## config.mk

```make
export PLATFORM = sky130hd
export DESIGN_NAME = pin_change_det
export DESIGN_NICKNAME = d
export VERILOG_FILES = /design/src/rtl/pin_change_det_pkg.sv /design/src/rtl/pin_change_sync.sv /design/src/rtl/pin_change_edge.sv /design/src/rtl/pin_change_flags.sv /design/src/rtl/pin_change_det.sv
export SDC_FILE = /design/constraint.sdc
export NUM_CORES = 1
export LEC_CHECK = 0
export BUFFER_PORTS_ARGS = -buffer_cell sky130_fd_sc_hd__buf_4
export CAP_MARGIN = 40
export CORE_UTILIZATION = 40
export DETAILED_ROUTE_END_ITERATION = 8
export GPL_TIMING_DRIVEN = 1
export HOLD_SLACK_MARGIN = 0.06
export PLACE_DENSITY = 0.65
export SLEW_MARGIN = 20
export SYNTH_ARGS = -nofsm -noshare
export SYNTH_HDL_FRONTEND = slang
export SYNTH_SLANG_ARGS = --single-unit
```

## constraint.sdc

```tcl
create_clock -name clk_i -period 3.5 [get_ports clk_i]
set_input_delay 0.525 -clock clk_i [delete_from_list [all_inputs] [get_ports clk_i]]
set_output_delay 0.525 -clock clk_i [all_outputs]
set_load 0.1 [all_outputs]
```

## src/rtl/pin_change_det_pkg.sv

```systemverilog
package pin_change_det_pkg;
  typedef struct packed {
    logic both;
    logic rise;
    logic en;
  } pin_cfg_t;

  function automatic logic edge_hit(pin_cfg_t cfg, logic cur, logic prv);
    logic rose, fell;
    rose = cur & ~prv;
    fell = ~cur & prv;
    if (!cfg.en) return 1'b0;
    if (cfg.both) return rose | fell;
    return cfg.rise ? rose : fell;
  endfunction
endpackage

```

## src/rtl/pin_change_sync.sv

```systemverilog
module pin_change_sync #(
  parameter int unsigned WIDTH  = 4,
  parameter int unsigned STAGES = 2
) (
  input  logic             clk_i,
  input  logic             rst_ni,
  input  logic [WIDTH-1:0] d_i,
  output logic [WIDTH-1:0] q_o
);
  logic [WIDTH-1:0] chain_q [STAGES];

  for (genvar s = 0; s < STAGES; s++) begin : g_stage
    always_ff @(posedge clk_i or negedge rst_ni) begin
      if (!rst_ni) chain_q[s] <= '0;
      else if (s == 0) chain_q[s] <= d_i;
      else chain_q[s] <= chain_q[(s == 0) ? 0 : s-1];
    end
  end

  assign q_o = chain_q[STAGES-1];
endmodule

```

## src/rtl/pin_change_edge.sv

```systemverilog
module pin_change_edge
  import pin_change_det_pkg::*;
#(
  parameter int unsigned N_PINS = 4
) (
  input  logic              clk_i,
  input  logic              rst_ni,
  input  logic [N_PINS-1:0] level_i,
  input  logic [N_PINS-1:0] both_i,
  input  logic [N_PINS-1:0] rise_i,
  input  logic [N_PINS-1:0] en_i,
  output logic [N_PINS-1:0] hit_o
);
  logic [N_PINS-1:0] prev_q;

  always_ff @(posedge clk_i or negedge rst_ni) begin
    if (!rst_ni) prev_q <= '0;
    else prev_q <= level_i;
  end

  for (genvar i = 0; i < N_PINS; i++) begin : g_pin
    pin_cfg_t cfg;
    assign cfg = '{both: both_i[i], rise: rise_i[i], en: en_i[i]};
    assign hit_o[i] = edge_hit(cfg, level_i[i], prev_q[i]);
  end
endmodule

```

## src/rtl/pin_change_flags.sv

```systemverilog
module pin_change_flags #(
  parameter int unsigned N_PINS = 4
) (
  input  logic              clk_i,
  input  logic              rst_ni,
  input  logic [N_PINS-1:0] hit_i,
  input  logic              clr_i,
  output logic [N_PINS-1:0] flags_o
);
  logic [N_PINS-1:0] flags_q;

  // new hits win over the read clear
  always_ff @(posedge clk_i or negedge rst_ni) begin
    if (!rst_ni) flags_q <= '0;
    else flags_q <= (clr_i ? '0 : flags_q) | hit_i;
  end

  assign flags_o = flags_q;
endmodule

```

## src/rtl/pin_change_det.sv

```systemverilog
module pin_change_det #(
  parameter int unsigned N_PINS      = 4,
  parameter int unsigned SYNC_STAGES = 2
) (
  input  logic                clk_i,
  input  logic                rst_ni,
  input  logic [N_PINS-1:0]   pins_i,
  input  logic [N_PINS-1:0]   both_edges_i,
  input  logic [N_PINS-1:0]   rise_sel_i,
  input  logic [N_PINS-1:0]   chg_en_i,
  input  logic                status_rd_i,
  output logic [2*N_PINS-1:0] status_o,
  output logic                irq_o
);
  logic [N_PINS-1:0] level, hit, flags;

  pin_change_sync #(.WIDTH(N_PINS), .STAGES(SYNC_STAGES)) u_sync (
    .clk_i(clk_i), .rst_ni(rst_ni), .d_i(pins_i), .q_o(level)
  );

  pin_change_edge #(.N_PINS(N_PINS)) u_edge (
    .clk_i(clk_i), .rst_ni(rst_ni), .level_i(level),
    .both_i(both_edges_i), .rise_i(rise_sel_i), .en_i(chg_en_i), .hit_o(hit)
  );

  pin_change_flags #(.N_PINS(N_PINS)) u_flags (
    .clk_i(clk_i), .rst_ni(rst_ni), .hit_i(hit), .clr_i(status_rd_i), .flags_o(flags)
  );

  assign status_o = {flags, level};
  assign irq_o    = |flags;
endmodule

```

==> out/qor.json, run 1 <==
{
  "timing": {
    "fin_max_slew_vios": 0,
    "slew_headroom": 0.815,
    "post-route-min-period_ns": 1.62,
    "setup_failing_eps_final": 0,
    "finalCritPeriodShare": 0.464,
    "timing.final.hold_violations": 0,
    "worst_pin_slew_ns": 0.279,
    "fmaxAchievable_ghz": 0.616,
    "sum_of_negative_setup_slack_ns": 0,
    "rsz_0062_raised_after_global_routing": "no",
    "worst_clock_skew_ns": 0.00507
  },
  "die": {
    "std_cell_rows": 15,
    "initial_utilization": 0.426,
    "fp.dieArea_um2": 1990,
    "floorplan.die.height_um": 44.6,
    "die-width_um": 44.6,
    "core_ar_um2": 1710,
    "number_of_top_level_pins": 28
  },
  "placement": {
    "place_hpwl_um": 829,
    "port_buffer_cells": 27,
    "finalWeightedCongestion": 0.699
  },
  "synth": {
    "synthDistinctLibCells": 9,
    "synthCells": 57,
    "synth_seq_area_share": 0.551,
    "synth.net_count": 84,
    "ys_ff_latch": 16,
    "synthesis.area_per_instance_um2": 12.8,
    "post_synth_instance_area_um2": 727,
    "yosys_warnings": 0
  },
  "critical_path": {
    "timing.critical_path.slowest_cell_delay_ns": 0.39,
    "endpoint": "irq_o",
    "crit_fanout": 2,
    "critical_path_depth": 3,
    "timing.critical_path.buf_inv": 2,
    "setup.reg_to_reg.worst_slack_ns": 2.27,
    "path_delay_family": "flip-flops",
    "r2r.worst_path.cells": 5,
    "reg2reg_from": "u_sync.q_o[1]$_DFF_PN0_",
    "critPathSlowestCell": "sky130_fd_sc_hd__dfrtp_1",
    "crit_chain": "inv_1 > nand4_1 > buf_4",
    "worstSetupEndpointType": "primary output",
    "setup.worst_path.start": "u_flags.flags_o[2]$_DFF_PN0_",
    "path_class": "reg -> out",
    "cp.arrival_ns": 1.10,
    "timing.critical_path.required_ns": 2.97,
    "critical_r2r_capture": "u_flags.flags_o[1]$_DFF_PN0_",
    "critical_path_source_type": "flip-flop"
  },
  "clocking": {
    "post_cts.repair.setup_buffers": 0,
    "clock_latency_at_the_later_pin_of_the_worst_skew_pair_ns": 0.28,
    "numCtsBuffers": 3,
    "h-tree-depth": 1,
    "clock_path_buffers": 2,
    "tritoncts": "built",
    "clkSinkCount": 16,
    "clk_pin_slew_worst_paths_ns": 0.09,
    "cts-resized-gates": 0,
    "cts_hold_buf": 0,
    "cts-root-buf": "sky130_fd_sc_hd__clkbuf_4"
  },
  "finish": {
    "antenna_cells": 0,
    "final_common_cell": "sky130_fd_sc_hd__buf_4",
    "leading_cell_types_in_the_layout_fill_and_taps_excluded": "sky130_fd_sc_hd__buf_4, sky130_fd_sc_hd__dfrtp_1, sky130_fd_sc_hd__inv_1, sky130_fd_sc_hd__ha_1",
    "final_layout_size_suffix_gt1_frac": 0.464,
    "nets": 112,
    "fill_cells": 149,
    "area_growth_syn_to_layout_pct": 33.0
  },
  "run": {
    "drv_cap": 0
  },
  "global_routing": {
    "grt_antenna_before_repair": 0,
    "gr-usage-all-layers": 0.118,
    "via_count_of_the_first_global_routing_pass": 412,
    "maximum_number_of_pins_on_one_net_before_global_route_repair": 17,
    "globalRoute.totalOverflow": 0,
    "wire_length_of_the_first_global_routing_pass_mm": 1.61
  },
  "routing": {
    "wl_per_cell_um": 9.16,
    "drt_iter0_drc": 0,
    "route.final.wire_length_um": 998,
    "route.detailed.vias_per_inst": 4.20,
    "detailedRoute.firstPassIterationCount": 1,
    "drc": 0,
    "vias": 458,
    "drtAntennaViolNets": 0
  },
  "worst_hold_path": {
    "hold_class": "in -> async"
  },
  "outcome": {
    "status": "finished, final reports clean"
  },
  "power_and_ir_drop": {
    "post-layout-total-power_uw": 453,
    "power_leakage_uw": 0.000523,
    "power.density_nw_per_um2": 468,
    "max-vdd-ir-drop_v": 0.000312
  }
}
registers in the layout, indices dropped and copies added, names as in the netlist:
| name | count |
|---|---|
| u_edge.prev_q | 4 |
| u_flags.flags_o | 4 |
| u_sync.chain_q | 4 |
| u_sync.q_o | 4 |
logic make-up (layout without fill, tap and decap cells):
logic type | count (synthesis) | after routing | synth area share
flops | 16 | 16 | 0.551
buf+inv | 16 | 43 | 0.103
fa+ha+maj | 8 | 8 | 0.138
compound gates | 8 | 8 | 0.0964
simple gates | 5 | 5 | 0.0293
mux | 4 | 4 | 0.0826
metrics by stage:
stage | setup slack, ns | area [µm²] | utilization | cells | hold slack [ns]
5_1_grt | 1.80 | 967 | 0.566 | 109 | 0.0695
3_3_place_gp | 2.20 | 931 | 0.545 | 105 | 0.333
2_1_floorplan | 1.13 | 727 | - | 57 | 0.229
6_report | 1.88 | 967 | 0.566 | 109 | 0.0759
4_1_cts | 1.86 | 967 | 0.566 | 109 | 0.0714
3_5_place_dp | 2.18 | 931 | 0.545 | 105 | 0.335
layout make-up:
class,count,area [µm²],share of cell area
sequential,16,400,0.414
clock buffer,4,36.3,0.0375
multi-input combinational,25,251,0.260
tap,25,31.3,0.0323
timing repair buffer,27,203,0.210
inverter,12,45.0,0.0466
cells in the mapped netlist:
| library cell | instances | area [µm²] |
|---|---|---|
| sky130_fd_sc_hd__dfrtp_1 | 16 | 400 |
| sky130_fd_sc_hd__ha_1 | 8 | 100 |
| sky130_fd_sc_hd__mux2_4 | 4 | 60.1 |
| sky130_fd_sc_hd__nand4_1 | 1 | 6.26 |
| sky130_fd_sc_hd__nand2_1 | 4 | 15.0 |
| sky130_fd_sc_hd__o211ai_2 | 4 | 50.1 |
| sky130_fd_sc_hd__o21ai_1 | 4 | 20.0 |
| sky130_fd_sc_hd__buf_4 | 4 | 30.0 |
| sky130_fd_sc_hd__inv_1 | 12 | 45.0 |
power breakdown:
part | switching (µW) | internal [µW] | leakage (µW)
registers | 7.08 | 197 | 0.000189
clock network | 52.6 | 63.3 | 0.0000210
logic | 94.0 | 38.7 | 0.000313
total | 154 | 299 | 0.000523
metal layers:
metal / global-route usage / routed length (µm)
met1: 0.128 / 442
met2: 0.191 / 461
met3: 0.0490 / 76
met4: 0.0727 / 19
met5: 0 / 0
worst min-delay path by stage:
stage / from / endpoint / cells past startpoint
after floorplan: rst_ni / u_edge.prev_q[0]$_DFF_PN0_ / 0
after global placement: u_sync.chain_q[7]$_DFF_PN0_ / u_sync.q_o[3]$_DFF_PN0_ / 0
after detailed placement: u_sync.chain_q[4]$_DFF_PN0_ / u_sync.q_o[0]$_DFF_PN0_ / 0
after CTS: rst_ni / u_sync.q_o[0]$_DFF_PN0_ / 1
after global routing: rst_ni / u_sync.q_o[0]$_DFF_PN0_ / 1
final: rst_ni / u_flags.flags_o[2]$_DFF_PN0_ / 1
(Power assumes the default switching activity.)
==> run 2: changes to the inputs <==
- ABC_AREA: not set -> 1
- PLACE_DENSITY: 0.65 -> 0.68
- clock period: 3.5 -> 1.3 ns (I/O delays scaled with it)
==> run 2 against run 1 <==
Register-to-register slack worse by 2.0 ns. Sequential power increased to 2.8 times the previous value. Utilization increased by 5.3 points. Clock skew down 0.0014 ns. Sequential share of layout area is 3.5 points lower. Non-clock buffer count up 5. Clock power increased to 2.7 times the previous value. Synthesized cell count grew 33%. Routed wire length up 19%. Die area grew 1.5%. Design area is 10% higher.
==> out/qor.json, run 2 <==
{
  "outcome": {
    "status": "finished, final reports clean"
  },
  "die": {
    "number_of_top_level_pins": {"value": 28, "change": "unchanged"},
    "initial_utilization": {"value": 0.428, "change": "+0.00190"},
    "fp.dieArea": {"value": 2020, "unit": "µm²", "change": "+1.5%"},
    "die-width": {"value": 45.0, "unit": "µm", "change": "+0.74%"},
    "std_cell_rows": {"value": 15, "change": "unchanged"},
    "floorplan.die.height": {"value": 45.0, "unit": "µm", "change": "+0.74%"},
    "core_ar": {"value": 1730, "unit": "µm²", "change": "+1.1%"}
  },
  "routing": {
    "route.final.wire_length": {"value": 1.18, "unit": "mm", "change": "+19%"},
    "drc": {"value": 0, "change": "unchanged"},
    "vias": {"value": 564, "change": "+23%"},
    "drtAntennaViolNets": {"value": 0, "change": "unchanged"},
    "wl_per_cell": {"value": 8.90, "unit": "µm", "change": "-2.8%"},
    "detailedRoute.firstPassIterationCount": {"value": 2, "change": "+1"},
    "route.detailed.vias_per_inst": {"value": 4.24, "change": "+0.92%"},
    "drt_iter0_drc": {"value": 6, "change": "+6"}
  },
  "clocking": {
    "post_cts.repair.setup_buffers": {"value": 0, "change": "unchanged"},
    "clkSinkCount": {"value": 16, "change": "unchanged"},
    "tritoncts": "built",
    "clk_pin_slew_worst_paths": {"value": 0.09, "unit": "ns", "change": "about the same"},
    "h-tree-depth": {"value": 1, "change": "unchanged"},
    "cts-root-buf": "sky130_fd_sc_hd__clkbuf_4",
    "clock_latency_at_the_later_pin_of_the_worst_skew_pair": {"value": 0.27, "unit": "ns", "change": "about the same"},
    "clock_path_buffers": {"value": 2, "change": "unchanged"},
    "numCtsBuffers": {"value": 3, "change": "unchanged"}
  },
  "timing": {
    "post-route-min-period_ns": 1.25,
    "fmaxAchievable_ghz": 0.800,
    "slew_headroom": {"value": 0.813, "change": "-0.00283"},
    "timing.final.hold_violations": {"value": 0, "change": "unchanged"},
    "holdWs": {"value": 0.186, "unit": "ns", "change": "+0.110 ns"},
    "finalCritPeriodShare": 0.961,
    "rsz_0062_raised_after_global_routing": "yes",
    "sum_of_negative_setup_slack": {"value": 0, "unit": "ns", "change": "unchanged"},
    "fin_max_slew_vios": {"value": 0, "change": "unchanged"},
    "setup_failing_eps_final": {"value": 0, "change": "unchanged"},
    "worst_pin_slew": {"value": 0.284, "unit": "ns", "change": "+0.00429 ns"},
    "worst_clock_skew": {"value": 0.00363, "unit": "ns", "change": "-0.00144 ns"}
  },
  "placement": {
    "place_hpwl": {"value": 941, "unit": "µm", "change": "+13%"},
    "finalWeightedCongestion": {"value": 0.671, "change": "-4.0%"},
    "dp_cells": {"value": 124, "change": "+18%"},
    "placement_cell_area": {"value": 955, "unit": "µm²", "change": "+2.6%"},
    "port_buffer_cells": {"value": 27, "change": "unchanged"}
  },
  "synth": {
    "yosys.area.top_type": "sky130_fd_sc_hd__dfrtp_1",
    "synth.cells.most_frequent": "sky130_fd_sc_hd__nand2_1, sky130_fd_sc_hd__inv_1, sky130_fd_sc_hd__dfrtp_1, sky130_fd_sc_hd__ha_1",
    "synth_top_flop_cell": "sky130_fd_sc_hd__dfrtp_1",
    "synthCells": {"value": 76, "change": "+33%"},
    "yosys-top-cells-area": "sky130_fd_sc_hd__dfrtp_1, sky130_fd_sc_hd__ha_1, sky130_fd_sc_hd__nand2_1",
    "most_frequently_used_cell_type_in_the_post_synthesis_netlist": "sky130_fd_sc_hd__nand2_1",
    "synthDistinctLibCells": {"value": 9, "change": "unchanged"},
    "synthesis.area_per_instance": {"value": 9.71, "unit": "µm²", "change": "-24%"},
    "ys_ff_latch": {"value": 16, "change": "unchanged"},
    "synth_seq_area_share": {"value": 0.542, "change": "-0.00840"},
    "asyncSetResetFlopFracSynth": {"value": 1.00, "change": "unchanged"},
    "synth.top_cell.area_share": {"value": 0.542, "change": "-0.00840"},
    "synth.net_count": {"value": 103, "change": "+23%"},
    "synth-edff-count": {"value": 0, "change": "unchanged"},
    "post_synth_instance_area": {"value": 738, "unit": "µm²", "change": "+1.5%"},
    "yosys_warnings": {"value": 0, "change": "unchanged"}
  },
  "critical_path": {
    "crit_chain": "nor2_4 > nand2_4 > buf_12",
    "timing.critical_path.required": {"value": 1.11, "unit": "ns", "change": "-1.86 ns"},
    "path_class": "reg -> out",
    "crit_fanout": {"value": 3, "change": "+1"},
    "critPathSlowestCell": "sky130_fd_sc_hd__dfrtp_2",
    "worstSetupEndpointType": "primary output",
    "path_delay_family": "flip-flops",
    "timing.critical_path.buf_inv": {"value": 1, "change": "-1"},
    "timing.critical_path.slowest_cell_delay": {"value": 0.44, "unit": "ns", "change": "+0.05 ns"},
    "cp.arrival": {"value": 1.05, "unit": "ns", "change": "-0.05 ns"},
    "critical_path_source_type": "flip-flop"
  },
  "power_and_ir_drop": {
    "power.density": {"value": 1180, "unit": "nW/µm²", "change": "+150%"},
    "power.internal": {"value": 828, "unit": "µW", "change": "+180%"},
    "comb_power_share": {"value": 0.305, "change": "+0.012"},
    "sw_frac_of_total": {"value": 0.345, "change": "+0.00590"},
    "post-layout-total-power": {"value": 1260, "unit": "µW", "change": "+180%"},
    "seq_power_share": {"value": 0.447, "change": "-0.004"},
    "max-vdd-ir-drop": {"value": 0.000750, "unit": "V", "change": "+140%"},
    "power.switching": {"value": 437, "unit": "µW", "change": "+180%"},
    "power_leakage": {"value": 0.000598, "unit": "µW", "change": "+14%"},
    "clkPwrFrac": {"value": 0.248, "change": "-0.008"}
  },
  "global_routing": {
    "met3_usage": {"value": 0.0360, "change": "-0.0130"},
    "grt_antenna_before_repair": {"value": 0, "change": "unchanged"},
    "gr-usage-met1": {"value": 0.168, "change": "+0.0408"},
    "maximum_number_of_pins_on_one_net_before_global_route_repair": {"value": 17, "change": "unchanged"},
    "via_count_of_the_first_global_routing_pass": {"value": 528, "change": "+28%"},
    "met2_usage": {"value": 0.246, "change": "+0.0552"},
    "wire_length_of_the_first_global_routing_pass": {"value": 2.06, "unit": "mm", "change": "+28%"},
    "globalRoute.totalOverflow": {"value": 0, "change": "unchanged"},
    "globalRoute.busiestLayer": "met2",
    "gr-usage-all-layers": {"value": 0.140, "change": "+0.0216"}
  },
  "finish": {
    "final_layout_size_suffix_gt1_frac": {"value": 0.370, "change": "-0.0939"},
    "leading_cell_types_in_the_layout_fill_and_taps_excluded": "sky130_fd_sc_hd__buf_4, sky130_fd_sc_hd__nand2_1, sky130_fd_sc_hd__inv_1, sky130_fd_sc_hd__dfrtp_1, sky130_fd_sc_hd__ha_1",
    "fill_cells": {"value": 153, "change": "+2.7%"},
    "area_growth_syn_to_layout_pct": 44.7,
    "nets": {"value": 136, "change": "+21%"},
    "final_common_cell": "sky130_fd_sc_hd__buf_4",
    "area_occupied_by_multi_input_gates": {"value": 267, "unit": "µm²", "change": "+6.0%"},
    "sequential_cell_area": {"value": 405, "unit": "µm²", "change": "+1.3%"},
    "final_cell_area": {"value": 1070, "unit": "µm²", "change": "+10%"},
    "layout.cells.non_filler": {"value": 133, "change": "+22%"},
    "antenna_cells": {"value": 0, "change": "unchanged"}
  },
  "run": {
    "drv_cap": {"value": 0, "change": "unchanged"}
  },
  "worst_hold_path": {
    "hold_class": "in -> reg"
  }
}
[run 2: cell families after synthesis]
family                   synth area share
flip-flops                          0.542
AND/OR/NAND/NOR                     0.144
buffers and inverters               0.127
AO/OA/AOI/OAI                      0.0508
adder cells (fa/ha/maj)             0.136
[run 2: worst paths after layout]
check / to / slack (ns) / cells past startpoint / startpoint
max in group asynchronous: u_flags.flags_o[3]$_DFF_PN0_ / 0.80 / 2 / rst_ni
worst max register to register: u_flags.flags_o[2]$_DFF_PN0_ / 0.24 / 5 / u_sync.q_o[2]$_DFF_PN0_
worst min register to register: u_sync.q_o[2]$_DFF_PN0_ / 0.36 / 0 / u_sync.chain_q[6]$_DFF_PN0_
min in group asynchronous: u_sync.chain_q[6]$_DFF_PN0_ / 0.31 / 2 / rst_ni
worst min-delay path: u_flags.flags_o[2]$_DFF_PN0_ / 0.19 / 4 / both_edges_i[2]
worst max-delay path: irq_o / 0.05 / 3 / u_flags.flags_o[3]$_DFF_PN0_
[run 2: final cells by class]
class,count,area share
clock buffer,4,0.0340
inverter,17,0.0597
multi-input combinational,39,0.249
sequential,16,0.379
tap,25,0.0293
timing repair buffer,32,0.248
[run 2: what timing repair did]
action / CTS / global route
gates resized for setup: 3 / 4
setup endpoints to repair: 1 / 1
hold buffers: 5 / 0
pin swaps: 0 / 1
endpoints found under the hold margin: 20 / 0
[run 2: power groups by stage]
stage	sequential (µW)	clock (µW)	combinational [µW]
2_1_floorplan	674	0	150
6_report	566	314	385
5_1_grt	571	351	410
4_1_cts	561	325	377
3_5_place_dp	568	0	360
3_3_place_gp	565	0	356
[run 2: tightest hold or removal path: cells and delay by family]
family / cells / cell delay [ns]
compound gates: 1 / 0.05
buf+inv: 1 / 0.09
simple gates: 2 / 0.10
[run 2: per-layer routing]
metal | up-vias | wire length [µm]
li1 | 284 | -
met1 | 264 | 489
met2 | 16 | 639
met3 | 0 | 56
met4 | 0 | 0
met5 | - | 0
[run 2: through the flow]
stage / worst slack [ns] / utilization
final: 0.0506 / 0.619
after global routing: -0.0125 / 0.619
after CTS: 0.000626 / 0.608
after detailed placement: 0.228 / 0.553
after global placement: 0.247 / 0.553
after floorplan: 0.0125 / -
